<file path="src/rtl/dcb_pkg.sv">
// Package dcb_pkg
// Shared constants and types for the decoder commit bank.
// Assumes 32-bit register words and 64-bit range values.
package dcb_pkg;

    localparam int ALIGN_BITS = 28;   // 256 MB granule
    localparam int MAX_WAYCODE = 3;   // 1,2,4,8 ways

    // word offsets inside one slot window
    localparam logic [2:0] OFF_BASE_LO = 3'd0;
    localparam logic [2:0] OFF_BASE_HI = 3'd1;
    localparam logic [2:0] OFF_SIZE_LO = 3'd2;
    localparam logic [2:0] OFF_SIZE_HI = 3'd3;
    localparam logic [2:0] OFF_CTRL    = 3'd4;
    localparam logic [2:0] OFF_AUX_LO  = 3'd5;
    localparam logic [2:0] OFF_AUX_HI  = 3'd6;

    // control word bit positions
    localparam int B_TYPE = 8;
    localparam int B_LOCK = 9;
    localparam int B_REQ  = 10;
    localparam int B_DONE = 11;
    localparam int B_ERR  = 12;
    localparam int B_PEND = 13;

    typedef struct packed {
        logic       lock;
        logic       xtype;
        logic [3:0] ways;
        logic [3:0] gran;
    } cfg_t;

endpackage

</file>
<file path="src/rtl/dcb_rules.sv">
// Module dcb_rules
// Combinational pass/fail verdict for one commit attempt.
// Assumes inputs are stable while the slot is pending.
// SWITCH selects the target-list rule, otherwise the skip rule.
module dcb_rules
    import dcb_pkg::*;
#(
    parameter int TGT_CNT = 4,
    parameter bit SWITCH  = 1'b1
) (
    input  logic [63:0] base_i,
    input  logic [63:0] size_i,
    input  logic [63:0] aux_i,
    input  logic [3:0]  ways_i,
    input  logic        prev_done_i,
    output logic        pass_o
);

    logic range_ok;
    logic variant_ok;

    // address range must be non-empty and granule aligned
    always_comb begin
        range_ok = (base_i[ALIGN_BITS-1:0] == '0) &&
                   (size_i != 64'd0) &&
                   (size_i[ALIGN_BITS-1:0] == '0);
    end

    generate
        if (SWITCH) begin : g_switch
            // way count must be a legal code and fit the target list
            always_comb begin
                variant_ok = (ways_i <= 4'(MAX_WAYCODE)) &&
                             ((32'd1 << ways_i) <= $unsigned(TGT_CNT));
            end
        end else begin : g_endpoint
            // skip must be granule aligned and way code legal
            always_comb begin
                variant_ok = (ways_i <= 4'(MAX_WAYCODE)) &&
                             (aux_i[ALIGN_BITS-1:0] == '0);
            end
        end
    endgenerate

    // final verdict includes ascending commit order
    always_comb begin
        pass_o = prev_done_i && range_ok && variant_ok;
    end

endmodule

</file>
<file path="src/rtl/dcb_slot.sv">
// Module dcb_slot
// One decoder register set with its commit/release state machine.
// Assumes wr_i is already qualified by the slot address window.
// prev_done_i / next_done_i come from the neighbouring slots.
module dcb_slot
    import dcb_pkg::*;
#(
    parameter int CHK_CYCLES = 6,
    parameter int TGT_CNT    = 4,
    parameter bit SWITCH     = 1'b1,
    localparam int CW        = $clog2(CHK_CYCLES + 1)
) (
    input  logic        clk,
    input  logic        rst_n,
    input  logic        wr_i,
    input  logic [2:0]  off_i,
    input  logic [31:0] wdata_i,
    input  logic        prev_done_i,
    input  logic        next_done_i,
    output logic [31:0] rword_o,
    output logic        done_o,
    output logic        pend_o,
    output logic        err_o
);

    logic [63:0] base_q, size_q, aux_q;
    cfg_t        cfg_q;
    logic        req_q, done_q, err_q, pend_q;
    logic [CW-1:0] cnt_q;
    logic        frozen, locked, pass;
    logic        ctrl_wr, new_req;

    assign frozen  = pend_q | done_q;
    assign locked  = done_q & cfg_q.lock;
    assign ctrl_wr = wr_i && (off_i == OFF_CTRL) && !locked;
    assign new_req = wdata_i[B_REQ];

    dcb_rules #(.TGT_CNT(TGT_CNT), .SWITCH(SWITCH)) u_rules (
        .base_i      (base_q),
        .size_i      (size_q),
        .aux_i       (aux_q),
        .ways_i      (cfg_q.ways),
        .prev_done_i (prev_done_i),
        .pass_o      (pass)
    );

    // range and auxiliary words, writable only while idle
    always_ff @(posedge clk) begin
        if (!rst_n) begin
            base_q <= '0;
            size_q <= '0;
            aux_q  <= '0;
        end else if (wr_i && !frozen) begin
            case (off_i)
                OFF_BASE_LO: base_q[31:0]  <= wdata_i;
                OFF_BASE_HI: base_q[63:32] <= wdata_i;
                OFF_SIZE_LO: size_q[31:0]  <= wdata_i;
                OFF_SIZE_HI: size_q[63:32] <= wdata_i;
                OFF_AUX_LO:  aux_q[31:0]   <= wdata_i;
                OFF_AUX_HI:  aux_q[63:32]  <= wdata_i;
                default: ;
            endcase
        end
    end

    // configuration fields, writable only while idle
    always_ff @(posedge clk) begin
        if (!rst_n) begin
            cfg_q <= '0;
        end else if (ctrl_wr && !frozen) begin
            cfg_q <= cfg_t'(wdata_i[9:0]);
        end
    end

    // commit timer, verdict, release and sticky error
    always_ff @(posedge clk) begin
        if (!rst_n) begin
            req_q  <= 1'b0;
            done_q <= 1'b0;
            err_q  <= 1'b0;
            pend_q <= 1'b0;
            cnt_q  <= '0;
        end else begin
            if (pend_q) begin
                if (cnt_q == CW'(1)) begin
                    pend_q <= 1'b0;
                    done_q <= pass;
                    err_q  <= !pass;
                end else begin
                    cnt_q <= cnt_q - CW'(1);
                end
            end
            if (ctrl_wr) begin
                if (new_req && !req_q) begin
                    req_q  <= 1'b1;
                    pend_q <= 1'b1;
                    cnt_q  <= CW'(CHK_CYCLES);
                end else if (!new_req && req_q) begin
                    if (pend_q || err_q) begin
                        req_q  <= 1'b0;
                        pend_q <= 1'b0;
                        err_q  <= 1'b0;
                    end else if (done_q && !next_done_i) begin
                        req_q  <= 1'b0;
                        done_q <= 1'b0;
                    end
                end
            end
        end
    end

    // read-back of the addressed word
    always_comb begin
        case (off_i)
            OFF_BASE_LO: rword_o = base_q[31:0];
            OFF_BASE_HI: rword_o = base_q[63:32];
            OFF_SIZE_LO: rword_o = size_q[31:0];
            OFF_SIZE_HI: rword_o = size_q[63:32];
            OFF_CTRL:    rword_o = {18'd0, pend_q, err_q, done_q, req_q, 10'(cfg_q)};
            OFF_AUX_LO:  rword_o = aux_q[31:0];
            OFF_AUX_HI:  rword_o = aux_q[63:32];
            default:     rword_o = 32'd0;
        endcase
    end

    assign done_o = done_q;
    assign pend_o = pend_q;
    assign err_o  = err_q;

endmodule

</file>
<file path="src/rtl/dec_commit_bank.sv">
// Module dec_commit_bank
// Bank of NUM_DEC decoder slots behind a 32-bit word-addressed bus.
// Assumes ADDR_W is wide enough for (NUM_DEC+1)*8 words.
// Reads are combinational; writes take effect on the clock edge.
module dec_commit_bank
    import dcb_pkg::*;
#(
    parameter int NUM_DEC    = 4,
    parameter int TGT_CNT    = 4,
    parameter int CHK_CYCLES = 6,
    parameter bit SWITCH     = 1'b1,
    parameter bit IL_LO      = 1'b1,
    parameter bit IL_HI      = 1'b1,
    parameter int ADDR_W     = 6
) (
    input  logic              clk,
    input  logic              rst_n,
    input  logic              wr_en,
    input  logic [ADDR_W-1:0] addr,
    input  logic [31:0]       wdata,
    output logic [31:0]       rdata,
    output logic [NUM_DEC-1:0] dec_committed
);

    localparam int SELW = ADDR_W - 3;

    logic [SELW-1:0]   sel;
    logic [2:0]        off;
    logic [NUM_DEC-1:0] done_v, pend_v, err_v;
    logic [31:0]       rword [NUM_DEC];
    logic [31:0]       cap_word;

    assign sel = addr[ADDR_W-1:3];
    assign off = addr[2:0];
    assign cap_word = {14'd0, IL_HI, IL_LO, 8'(TGT_CNT), 8'(NUM_DEC)};

    generate
        for (genvar i = 0; i < NUM_DEC; i++) begin : g_slot
            logic prev_d, next_d, wr_s;
            assign wr_s = wr_en && (sel == SELW'(i + 1));
            if (i == 0) begin : g_first
                assign prev_d = 1'b1;
            end else begin : g_mid
                assign prev_d = done_v[i-1];
            end
            if (i == NUM_DEC - 1) begin : g_last
                assign next_d = 1'b0;
            end else begin : g_nlast
                assign next_d = done_v[i+1];
            end
            dcb_slot #(
                .CHK_CYCLES(CHK_CYCLES), .TGT_CNT(TGT_CNT), .SWITCH(SWITCH)
            ) u_slot (
                .clk         (clk),
                .rst_n       (rst_n),
                .wr_i        (wr_s),
                .off_i       (off),
                .wdata_i     (wdata),
                .prev_done_i (prev_d),
                .next_done_i (next_d),
                .rword_o     (rword[i]),
                .done_o      (done_v[i]),
                .pend_o      (pend_v[i]),
                .err_o       (err_v[i])
            );
        end
    endgenerate

    // read mux over capability word and slot windows
    always_comb begin
        rdata = 32'd0;
        if (sel == '0 && off == 3'd0) rdata = cap_word;
        for (int i = 0; i < NUM_DEC; i++) begin
            if (sel == SELW'(i + 1)) rdata = rword[i];
        end
    end

    assign dec_committed = done_v;

endmodule

</file>
<file path="config.mk">
export PLATFORM = sky130hd
export DESIGN_NAME = dec_commit_bank
export DESIGN_NICKNAME = d
export VERILOG_FILES = /design/src/rtl/dcb_pkg.sv /design/src/rtl/dcb_rules.sv /design/src/rtl/dcb_slot.sv /design/src/rtl/dec_commit_bank.sv
export SDC_FILE = /design/constraint.sdc
export NUM_CORES = 2
export LEC_CHECK = 0
export BUFFER_PORTS_ARGS = -buffer_cell sky130_fd_sc_hd__buf_2
export CAP_MARGIN = 25
export CELL_PAD_IN_SITES_DETAIL_PLACEMENT = 2
export CELL_PAD_IN_SITES_GLOBAL_PLACEMENT = 2
export CORE_MARGIN = 3
export CORE_UTILIZATION = 35
export CTS_BUF_LIST = sky130_fd_sc_hd__clkbuf_4
export CTS_CLUSTER_DIAMETER = 50
export DETAILED_ROUTE_END_ITERATION = 6
export PLACE_DENSITY = 0.73
export SYNTH_ARGS = -nofsm -noshare
export SYNTH_HDL_FRONTEND = slang
export SYNTH_SLANG_ARGS = --single-unit
export TNS_END_PERCENT = 10
</file>
<file path="constraint.sdc">
create_clock -name clk -period 1.8 [get_ports clk]
set_input_delay 0.27 -clock clk [delete_from_list [all_inputs] [get_ports clk]]
set_output_delay 0.27 -clock clk [all_outputs]
set_load 0.005 [all_outputs]
</file>
* Word-level counts from Yosys, hierarchy flattened
Index checks and enable logic that the tools add are counted.
** Storage, ports and cells
- Flip-flop bits (word level) :: 836
- Input port bits :: 41
- Output and inout bits :: 36
- Logic and storage cells :: 340
** Cells by class
- $add $sub $neg :: 4
- Magnitude comparators :: 8
- Equality and inequality tests :: 14
- Shifts and indexed selects :: 4
- Muxes and demuxes :: 117
- Bitwise gates (word level) :: 8
- Reductions and logical operators :: 125
** Operators with widths (count)
- $pmux W32 S7 :: 4
- $reduce_bool A64 Y1 :: 4
- $logic_not A28 Y1 :: 8
- $le A32 B3 Y1 const B :: 4
- $mux W32 :: 4
- $shl A1 B4 Y32 const A :: 4
- $mux W1 :: 92
- $logic_and A1 B1 Y1 :: 51
- $mux W3 :: 16
- $reduce_and A2 Y1 :: 24
- $logic_not A1 Y1 :: 20
- $eq A3 B1 Y1 const B :: 6
- $mux W18 :: 1
- $le A4 B2 Y1 const B :: 4
- $eq A3 B2 Y1 const B :: 4
- $eq A3 B3 Y1 const B :: 4
- $reduce_and A3 Y1 :: 4
- $reduce_bool A3 Y1 :: 4
- $sub A3 B1 Y3 const B :: 4
- $reduce_bool A2 Y1 :: 4
- $logic_not A3 Y1 :: 2
- $and A1 B1 Y1 :: 4
- $logic_or A1 B1 Y1 :: 4
- $or A1 B1 Y1 :: 4

* Depth between registers and ports, before layout
- Depth after elaboration :: 12
- Mapped depth :: 10

* Hierarchy
From an unflattened synthesis, not the netlist that was laid out.
** Second synthesis, totals
- Cell total of the unflattened synthesis :: 4884
- Area, all modules :: 37942.6 µm²
** By module, submodules not included
- dcb_slot (g_slot[2].u_slot ...) :: times used 2, cells an instance 1165, area an instance 9056.2 µm², seq. area each 4184.0 µm²
- dcb_slot (g_slot[1].u_slot) :: times used 1, cells an instance 1143, area an instance 9052.4 µm², seq. area each 4184.0 µm²
- dcb_slot (g_slot[0].u_slot) :: times used 1, cells an instance 1134, area an instance 8864.8 µm², seq. area each 4184.0 µm²
- dec_commit_bank :: times used 1, cells an instance 141, area an instance 1047.3 µm², seq. area each 0.0 µm²
- dcb_rules :: times used 4, cells an instance 34, area an instance 216.5 µm², seq. area each 0.0 µm²

* Least setup slack after synthesis
Ideal clock, no wire load.
- Path kind :: input to output
- From :: input port addr[1]
- To :: output port rdata[8]
- Data arrival time :: 1.723 ns
- Data required time :: 1.530 ns
- Slack :: -0.193 ns
- Stages on the path :: 7
- Buffers on the path :: 2
- Path through :: buf_2 buf_4 mux2_2 a221oi_1 o21ai_0 a221o_1 and3_1
** Between the ends
- Word-level cells in the longest chain between the ends :: 6
- Elaborated cells between the ends (all ways) :: 15
** Ends and longest elaborated chain
- from (decl) :: RTL line dec_commit_bank.sv:19 : input logic [ADDR_W-1:0] addr,
- $eq A3 B3 Y1, or another cell as far along :: RTL line dcb_slot.sv:114 : case (off_i)
- $pmux W32 S7 :: RTL line dcb_slot.sv:114
- $mux W32 (3 in a row) :: RTL line dec_commit_bank.sv:74 : if (sel == SELW'(i + 1)) rdata = rword[i];
- $mux W32 * :: RTL line dec_commit_bank.sv:74
- to (decl) :: RTL line dec_commit_bank.sv:21 : output logic [31:0] rdata,
Every way passes the cells marked *; elsewhere a longest branch is shown, timed or not.

* Final worst setup path
- From :: register g_slot[0].u_slot.aux_q[34]
- To :: output port rdata[2]
** Between the ends
- Word-level cells in the longest chain between the ends :: 5
** Ends and longest elaborated chain
- from (decl) :: RTL line dcb_slot.sv:26 : logic [63:0] base_q, size_q, aux_q;
- from (signal assigned) :: RTL line dcb_slot.sv:60 : OFF_AUX_HI: aux_q[63:32] <= wdata_i;
- $pmux W32 S7 :: RTL line dcb_slot.sv:114
- $mux W32 (4 in a row) :: RTL line dec_commit_bank.sv:74
No other way between the ends.

==> out/qor.txt <==
fraction of layout cells with a size suffix above 1: 30.42%
WHS: 0.08931 ns
Die Height: 336.4 um
gr ovfl total: 0
Synth Register Bits: 836
failing checks: design-rule violations, negative setup slack
TritonCTS Sinks: 836
CTS Buf Count: 235
Die Width: 336.4 um
CTS tree: built
IO Pins: 77
Max Cap Viol: 0
pre-CTS setup slack: -1.071 ns
Yosys cell types: 76
DR pass1 iterations: 7
final setup fails: 754
Avg WL per Cell: 37.92 um
slew margin rel.: 40.08%
Yosys top cell area share: 43.81%
Seq/Total Area, Yosys: 43.81%
1st-iter DRT viols: 5855
Post-DP HPWL: 139.4 mm
period utilisation layout: 206.5%
Final nets: 5584
fin crit period: 3.717 ns
initial core utilization: 35.49%
DRC: 2
routability cong.: 0.9044
syn_nets: 4953
Clock Latency Late Sink: 1.24 ns
top-count cell post-synth: nand2_1
Rows: 120
routed wire length: 269.4 mm
Primary FF master, synth: dfxtp_1
P per Cell Area: 806.6 mW/mm2
Least-Margin Pin Slew: 0.8988 ns
Final ANT Viol Nets: 0
Worst setup SP type: flip-flop
critical path fanouts, max: 2
asr flop ratio synth: 0%
area growth from synthesis to layout: 35.82%
Leakage: 18.86 nW
Fin. Hold Viols: 0
clk_skew: 0.1072 ns
Worst Slack Setup Final: -1.917 ns
# port buffers: 76
top cells by area, synth: dfxtp_1 44%, nand2_1 17%, a21oi_1 8.7%, a21boi_0 4.1%, clkbuf_1 2.8%
WP data required: 1.53 ns
CP arrival: 3.45 ns
Via Count: 47010
Slew Viols, Final: 0
vias in the first global route: 49060
largest net degree at the start of global routing: 71
H-tree Lvls: 4
Overall Global Routing Usage: 40.79%
root buffer cell: clkbuf_4
Yosys warnings: 0
synthesized area: 0.03821 mm2
die area: 0.1132 mm2
CORE AREA: 0.1077 mm2
type of the worst min-delay path: in2reg
worst-case reg-to-reg path depth: 12
Mapped Cells: 4896
CP Capture Type: primary output
Hold Crit Depth: 5
Max Root-Sink Buffers: 3
Synth Area per Inst: 7.803 um2
top cell type by total area after synthesis: dfxtp_1
vias per inst: 6.616
run status: finished, violations left
Post-synth EDFFs: 0
CTS clk-pin slew, worst paths: 0.08 ns
global-route wire length before repair: 341.4 mm
initial antenna violation count: 15
most frequent cells after synthesis: 1681 x nand2_1, 836 x dfxtp_1, 665 x a21oi_1, 284 x clkbuf_1, 208 x a21boi_0
FMAX: 0.2690 GHz
Peak VDD IR: 0.4987 mV
RSZ-0062 raised after global routing: true
critical path type: reg2out
[routing by layer]
layer	share of wire (%)	up-vias	track usage (%)
met4	10	10	29.76
met1	35	23260	46.35
met3	11	1768	10.42
met5	0.022	-	0
met2	44	3775	66.42
li1	-	18200	-
[critical path, cell delays in order, from the launching register on]
cell and delay [ns]:
dfxtp_1 0.36, and4b_1 0.28, nor4_4 0.62, o21ai_2 0.28, a22oi_2 0.23, nand4_1 0.22
buf_2 0.20
[power breakdown]
group,switching [mW],internal [mW]
combinational,2.86,1.40
sequential,0.0782,18.5
clock,10.2,8.76
total,13.1,28.7
[cell families after synthesis]
family	count (synthesis)	share of synthesized area (%)
adders and majority gates	16	0.5240
muxes	200	6.249
and+or+nand+nor	2031	21.79
AOI/OAI and AO/OA	1319	21.87
buffers and inverters	490	5.666
DFF	836	43.81
xor gates and xnor gates	4	0.09169
[cell type report]
type                            count  area, um2
Fill cell                       11590      55760
Inverter                           27      108.9
Sequential cell                   836      16860
Multi-Input combinational cell   3570      21520
Clock inverter                     55      234.0
Antenna cell                        9      22.52
Timing Repair Buffer              857       8772
Clock buffer                      349       2620
Tap cell                         1403       1755
[path summary, 6_finish.rpt]
| check | from | end | slack (ns) |
|---|---|---|---|
| worst max register to register | g_slot[0].u_slot.done_o | g_slot[0].u_slot.base_q[44] | -0.77 |
| worst min-delay path | wdata[5] | g_slot[3].u_slot.size_q[37] | 0.09 |
| worst min register to register | g_slot[3].u_slot.aux_q[46] | g_slot[3].u_slot.aux_q[46] | 0.46 |
| worst max-delay path | g_slot[0].u_slot.aux_q[34] | rdata[2] | -1.92 |
[stage by stage]
step                setup TNS (ns)  cells  area (um2)  total power, mW  util, %
floorplan                   -2.193   4896       38430            20.54        -
global placement           -299.29   6606       45440            22.50    42.21
detailed placement         -355.78   6606       45440            22.55    42.21
CTS                         -57.19   7062       50340            40.29    46.76
global route               -173.68   7100       51880            42.72    48.19
finish                     -161.54   7106       51890            41.86    48.20
[sequential cells by signal, summed over array words and instances (netlist names)]
name and cells:
g_slot.u_slot.aux_q 256, g_slot.u_slot.size_q 256, g_slot.u_slot.cfg_q 40, g_slot.u_slot.pend_o 4, g_slot.u_slot.err_o 4, g_slot.u_slot.base_q 256
g_slot.u_slot.done_o 4, g_slot.u_slot.cnt_q 12, g_slot.u_slot.req_q 4
[repair_timing]
item	in CTS	in global routing
resized for setup	354	262
hold endpoints to repair	836	0
buffers inserted	18	28
endpoints found under the setup margin	600	744
hold buffers	39	0
gates cloned	10	13
pin swaps	96	98
[layout by cell type (no fill, tap or decap), drive strengths merged, types with 8 or more instances in the layout]
cell type	n
a221oi	48
mux4	23
o211ai	19
dfxtp	836
nand2b	9
a22oi	106
nand4	21
o21ai	62
mux2	78
and2	10
inv	30
diode	9
a31oi	18
o2bb2ai	19
and3	12
nand3b	8
a21oi	665
nor3	10
ha	16
nor2	91
buf	801
dlygate4sd3	39
a211oi	11
clkbuf	363
o311a	14
nand2	1681
mux2i	99
nor4	95
a221o	26
nand3	50
a21boi	259
clkinv	49
nor2b	11
o221ai	14
No activity file was read; power rests on OpenSTA's default activity.
